### config.mk
export PLATFORM = sky130hd
export DESIGN_NAME = line_lock_filter
export DESIGN_NICKNAME = d
export VERILOG_FILES = /design/src/rtl/llf_pkg.sv /design/src/rtl/llf_datapath.sv /design/src/rtl/llf_ctrl.sv /design/src/rtl/line_lock_filter.sv
export SDC_FILE = /design/constraint.sdc
export NUM_CORES = 1
export LEC_CHECK = 0
export ABC_AREA = 1
export BUFFER_PORTS_ARGS = -buffer_cell sky130_fd_sc_hd__buf_2
export CAP_MARGIN = 15
export CORE_MARGIN = 3
export CORE_UTILIZATION = 35
export CTS_BUF_LIST = sky130_fd_sc_hd__clkbuf_4 sky130_fd_sc_hd__clkbuf_8
export DETAILED_ROUTE_END_ITERATION = 16
export PLACE_DENSITY = 0.53
export SYNTH_ARGS = -nofsm -noshare
export SYNTH_HDL_FRONTEND = slang
export SYNTH_SLANG_ARGS = --single-unit
### constraint.sdc
create_clock -name clk -period 5.3 [get_ports clk]
set_input_delay 0.53 -clock clk [delete_from_list [all_inputs] [get_ports clk]]
set_output_delay 0.53 -clock clk [all_outputs]
set_load 0.02 [all_outputs]
### src/rtl/llf_pkg.sv
package llf_pkg;

  // Strobes from control to datapath
  typedef struct packed {
    logic inc;
    logic clr;
  } cntCtl_t;

  localparam int unsigned TGT_W = 32;

  // Run length in lines for a 3-bit select code
  function automatic logic [TGT_W-1:0] linesForCode(input logic [2:0] code);
    logic [TGT_W-1:0] n;
    case (code)
      3'd0:    n = 32'd1;
      3'd1:    n = 32'd2;
      3'd2:    n = 32'd5;
      3'd3:    n = 32'd10;
      3'd4:    n = 32'd100;
      3'd5:    n = 32'd500;
      3'd6:    n = 32'd1000;
      default: n = 32'd100000;
    endcase
    return n;
  endfunction

  localparam logic [TGT_W-1:0] MAX_LINES = 32'd100000;

endpackage

### src/rtl/llf_datapath.sv
module llf_datapath
  import llf_pkg::*;
#(
  parameter int CNT_W = 17,
  parameter int SEL_W = 3
) (
  input  logic             clk,
  input  logic             rstN,
  input  cntCtl_t          ctl,
  input  logic             useExit,
  input  logic [SEL_W-1:0] entrySel,
  input  logic [SEL_W-1:0] exitSel,
  output logic             hitNext
);

  localparam logic [CNT_W-1:0] CNT_MAX = '1;

  logic [CNT_W-1:0] runCnt;
  logic [CNT_W-1:0] cntPlus;
  logic [TGT_W-1:0] target;
  logic [TGT_W-1:0] cntPlusWide;

  always_comb begin
    target      = useExit ? linesForCode(3'(exitSel)) : linesForCode(3'(entrySel));
    cntPlus     = (runCnt == CNT_MAX) ? runCnt : runCnt + 1'b1;
    cntPlusWide = TGT_W'(cntPlus);
    hitNext     = (cntPlusWide >= target);
  end

  always_ff @(posedge clk) begin
    if (!rstN)         runCnt <= '0;
    else if (ctl.clr)  runCnt <= '0;
    else if (ctl.inc)  runCnt <= cntPlus;
  end

  // the run is cleared on reaching its length, so it stays below the largest one
  cnt_below_max_chk: assert property (@(posedge clk) disable iff (!rstN)
    TGT_W'(runCnt) < MAX_LINES);


  clr_empties_chk: assert property (@(posedge clk) disable iff (!rstN)
    ctl.clr |=> (runCnt == '0));

endmodule

### src/rtl/llf_ctrl.sv
module llf_ctrl
  import llf_pkg::*;
#(
  parameter int SEL_W = 3
) (
  input  logic             clk,
  input  logic             rstN,
  input  logic             lineStb,
  input  logic             hsLockRaw,
  input  logic             scLockRaw,
  input  logic             scLockEn,
  input  logic [SEL_W-1:0] entrySel,
  input  logic [SEL_W-1:0] exitSel,
  input  logic             hitNext,
  output cntCtl_t          ctl,
  output logic             lockState,
  output logic             condLast
);

  logic             lineCond;
  logic             pending;
  logic             selChg;
  logic             flip;
  logic [SEL_W-1:0] entryPrev;
  logic [SEL_W-1:0] exitPrev;

  always_comb begin
    lineCond = hsLockRaw & (scLockRaw | ~scLockEn);
    pending  = lockState ? ~lineCond : lineCond;
    selChg   = (entrySel != entryPrev) || (exitSel != exitPrev);
    flip     = lineStb & pending & hitNext & ~selChg;
    ctl.clr  = selChg | (lineStb & (~pending | hitNext));
    ctl.inc  = lineStb & pending & ~hitNext & ~selChg;
  end

  always_ff @(posedge clk) begin
    if (!rstN) begin
      lockState <= 1'b0;
      condLast  <= 1'b0;
      entryPrev <= '0;
      exitPrev  <= '0;
    end else begin
      entryPrev <= entrySel;
      exitPrev  <= exitSel;
      if (flip)    lockState <= ~lockState;
      if (lineStb) condLast  <= lineCond;
    end
  end


  idle_holds_lock_chk: assert property (@(posedge clk) disable iff (!rstN)
    !lineStb |=> ($stable(lockState) && $stable(condLast)));


  lock_needs_good_line_chk: assert property (@(posedge clk) disable iff (!rstN)
    $rose(lockState) |-> $past(lineStb && lineCond));


  unlock_needs_bad_line_chk: assert property (@(posedge clk) disable iff (!rstN)
    $fell(lockState) |-> $past(lineStb && !lineCond));


  sel_change_blocks_flip_chk: assert property (@(posedge clk) disable iff (!rstN)
    selChg |=> $stable(lockState));

endmodule

### src/rtl/line_lock_filter.sv
module line_lock_filter
  import llf_pkg::*;
#(
  parameter int CNT_W = 17,
  parameter int SEL_W = 3
) (
  input  logic             clk,
  input  logic             rstN,
  input  logic             lineStb,
  input  logic             hsLockRaw,
  input  logic             scLockRaw,
  input  logic             scLockEn,
  input  logic [SEL_W-1:0] entrySel,
  input  logic [SEL_W-1:0] exitSel,
  output logic             locked,
  output logic [1:0]       lockStatus
);

  cntCtl_t ctl;
  logic    hitNext;
  logic    lockState;
  logic    condLast;

  llf_ctrl #(.SEL_W(SEL_W)) ctrl_i (
    .clk(clk), .rstN(rstN), .lineStb(lineStb),
    .hsLockRaw(hsLockRaw), .scLockRaw(scLockRaw), .scLockEn(scLockEn),
    .entrySel(entrySel), .exitSel(exitSel), .hitNext(hitNext),
    .ctl(ctl), .lockState(lockState), .condLast(condLast)
  );

  llf_datapath #(.CNT_W(CNT_W), .SEL_W(SEL_W)) dp_i (
    .clk(clk), .rstN(rstN), .ctl(ctl), .useExit(lockState),
    .entrySel(entrySel), .exitSel(exitSel), .hitNext(hitNext)
  );

  assign locked     = lockState;
  assign lockStatus = {condLast, lockState};


  status_mirrors_lock_chk: assert property (@(posedge clk) disable iff (!rstN)
    lockStatus[0] == locked);

endmodule

==> metrics.yaml <==
status: "completed"
final_common_cell: "nand2_1"
fin_tns_setup_ns: 0
die_area_mm2: 0.00705
final_cell_mix: "nand2_1, inv_1, nor2_1"
cts_buffer_depth: 2
dominantRegCellSynth: "dfxtp_1"
hold_buffers: 0
avgViaCountPerCell: 4.82
first_iter_violations: 118
fin_nets: 379
vias: 2044
yosysTopAreaCell: "dfxtp_1"
wl_per_cell_um: 11.5
ioPinCount: 15
fillCellCount: 628
synth.cell_area_mm2: 0.00213
synth_top_area_share_pct: 23.5
clk_pin_slew_worst_paths_ns: 0.10
power_density_mw_per_mm2: 157
overflow: 0
dp_cells: 420
period_needed_ns: 3.86
max_slew_margin_pct: 49.0
ir_worst_vdd_uv: 102
grt_setup_unrepaired: "no"
grt_usage_pct: 14.5
clk_latency_ns: 0.28
post_cts.repair.setup_buffers: 0
drv_cap: 0
startpoint_type: "flop"
synthTopCellsByArea: "dfxtp_1, nand2_1, inv_1"
synth_cell_types: 30
synth_nets: 371
post-route-util_pct: 39.7
cts_tree: "yes"
ys_seq_elements: 25
grt_antenna_before_repair: 0
yosys_warnings: 0
yosysSeqAreaShare_pct: 23.5
worstSetupPathType: "reg -> reg"
start_util_pct: 37.3
end_kind: "flop"
max_freq_mhz: 259
worst_slew_pin_slew_ns: 0.764
htree_levels: 1
syn2layout_area_growth_pct: 6.53
critical_path_arrival_ns: 4.03
drc: 0
drtAntennaViolNets: 0
setup_viol_count_final: 0
die_y_um: 84.0
grt_pass1_vias: 1878
grt_pass1_wl_mm: 8.55
drt_wl_total_mm: 4.89
first_pass_iters: 4
cts.sinks: 25
netlist_instances: 345
cts_buffers: 3
design.core.area_mm2: 0.00571
syn_avg_cell_area_um2: 6.17
synth-edff-count: 0
gp_congestion: 0.804
clockRootBuffer: "clkbuf_8"
min_path_type: "in -> reg"
rows: 27
grt_max_degree: 21
clock_skew_ns: 0.00906
finalHoldViolCount: 0
holdWs_ns: 0.472
portBuffers: 14
n_antenna_cell: 0
required_ns: 5.47
power.leakage_nw: 1.06
finalCritPeriodShare_pct: 72.9
async_flop_share_pct: 0
cts_resized: 0
die_x_um: 84.0
layout-drive-gt1-share_pct: 10.8
dp_hpwl_mm: 3.82
final_cells: 424
cp_max_fo: 20
drv_slew: 0
flip-flops by register name, indices dropped and copies added, names as in the netlist:
name              cells
ctrl_i.entryPrev      3
ctrl_i.exitPrev       3
ctrl_i.condLast       1
ctrl_i.lockState      1
dp_i.runCnt          17
critical path, cell delays in order (launching register included):
cell	delay [ns]
dfxtp_1	0.43
ha_1	0.23
nand3_2	0.14
nor3_2	0.16
nand3_1	0.38
mux2_2	0.43
ha_1	0.31
nand2_1	0.08
nor2_1	0.04
nor2_1	0.07
nand2_1	0.07
nand2_1	0.06
nand2_1	0.04
nand2_1	0.05
nand2_1	0.05
nand2_1	0.05
nand3_1	0.07
nand2_1	0.06
nand2_1	0.05
nand2_2	0.30
nand3_2	0.37
nand2_1	0.15
nand2_1	0.06
inv_1	0.05
nor2_1	0.03
Yosys cell counts (3+ instances only):
library cell  number
xor2_1             6
o22ai_1            3
nand4_1           25
nor2_1            36
dfxtp_1           25
xnor2_1            5
buf_4              3
a21oi_1            6
nor2_2             4
o21ai_0           16
nand3_1           15
or2_2              6
nand3_2            4
nand2_1           99
inv_1             57
ha_1              14
buf_2              3
cell type report:
type | instances | area (um^2) | share of cell area [%]
clock buffer | 3 | 41.3 | 1.82
clock inverter | 1 | 8.76 | 0.386
inverter | 57 | 214 | 9.44
multi-input combinational | 252 | 1340 | 59.2
sequential | 25 | 500 | 22.1
tap | 72 | 90.1 | 3.97
timing repair buffer | 14 | 70.1 | 3.09
final timing paths:
path	slack, ns	to	depth (start not counted)	startpoint
setup / recovery	1.44	dp_i.runCnt[1]	24	dp_i.runCnt[0]
hold reg to reg	0.54	ctrl_i.condLast	2	ctrl_i.condLast
setup reg to reg	1.44	dp_i.runCnt[1]	24	dp_i.runCnt[0]
hold / removal	0.47	ctrl_i.condLast	2	lineStb
logic make-up (layout without fill, tap and decap cells):
family,count (synthesis),after routing,share of synthesized area [%]
simple gates,199,199,43.0
buf+inv,68,75,13.4
compound gates,27,27,6.82
flops,25,25,23.5
fa+ha+maj,14,14,8.23
xor+xnor,11,11,4.53
mux,1,1,0.529
stage by stage:
stage                     setup WS [ns]  total power, W  area (um^2)
after floorplan                    2.29        0.000225         2130
after global placement             1.50        0.000238         2220
after detailed placement           1.44        0.000238         2220
after CTS                          1.41        0.000368         2270
after global routing               1.01        0.000379         2270
final                              1.44        0.000356         2270
layer usage:
metal  wire length (um)  track usage (%)  share of wire [%]  up-vias
met5                  0                0                  0        -
met4                 31             3.36               0.63        0
met3                224             2.86                4.6        2
met2               2060             21.9                 42       38
met1               2570             21.0                 53      898
li1                   -                -                  -     1106
power by group:
group	switching [W]	total, W	internal [W]	leakage, nW
Clock	0.0000679	0.000123	0.0000552	0.0261
Sequential	0.00000118	0.000192	0.000191	0.203
Combinational	0.0000257	0.0000413	0.0000156	0.828
Total	0.0000948	0.000356	0.000262	1.06
No activity file was read; power rests on OpenSTA's default activity.
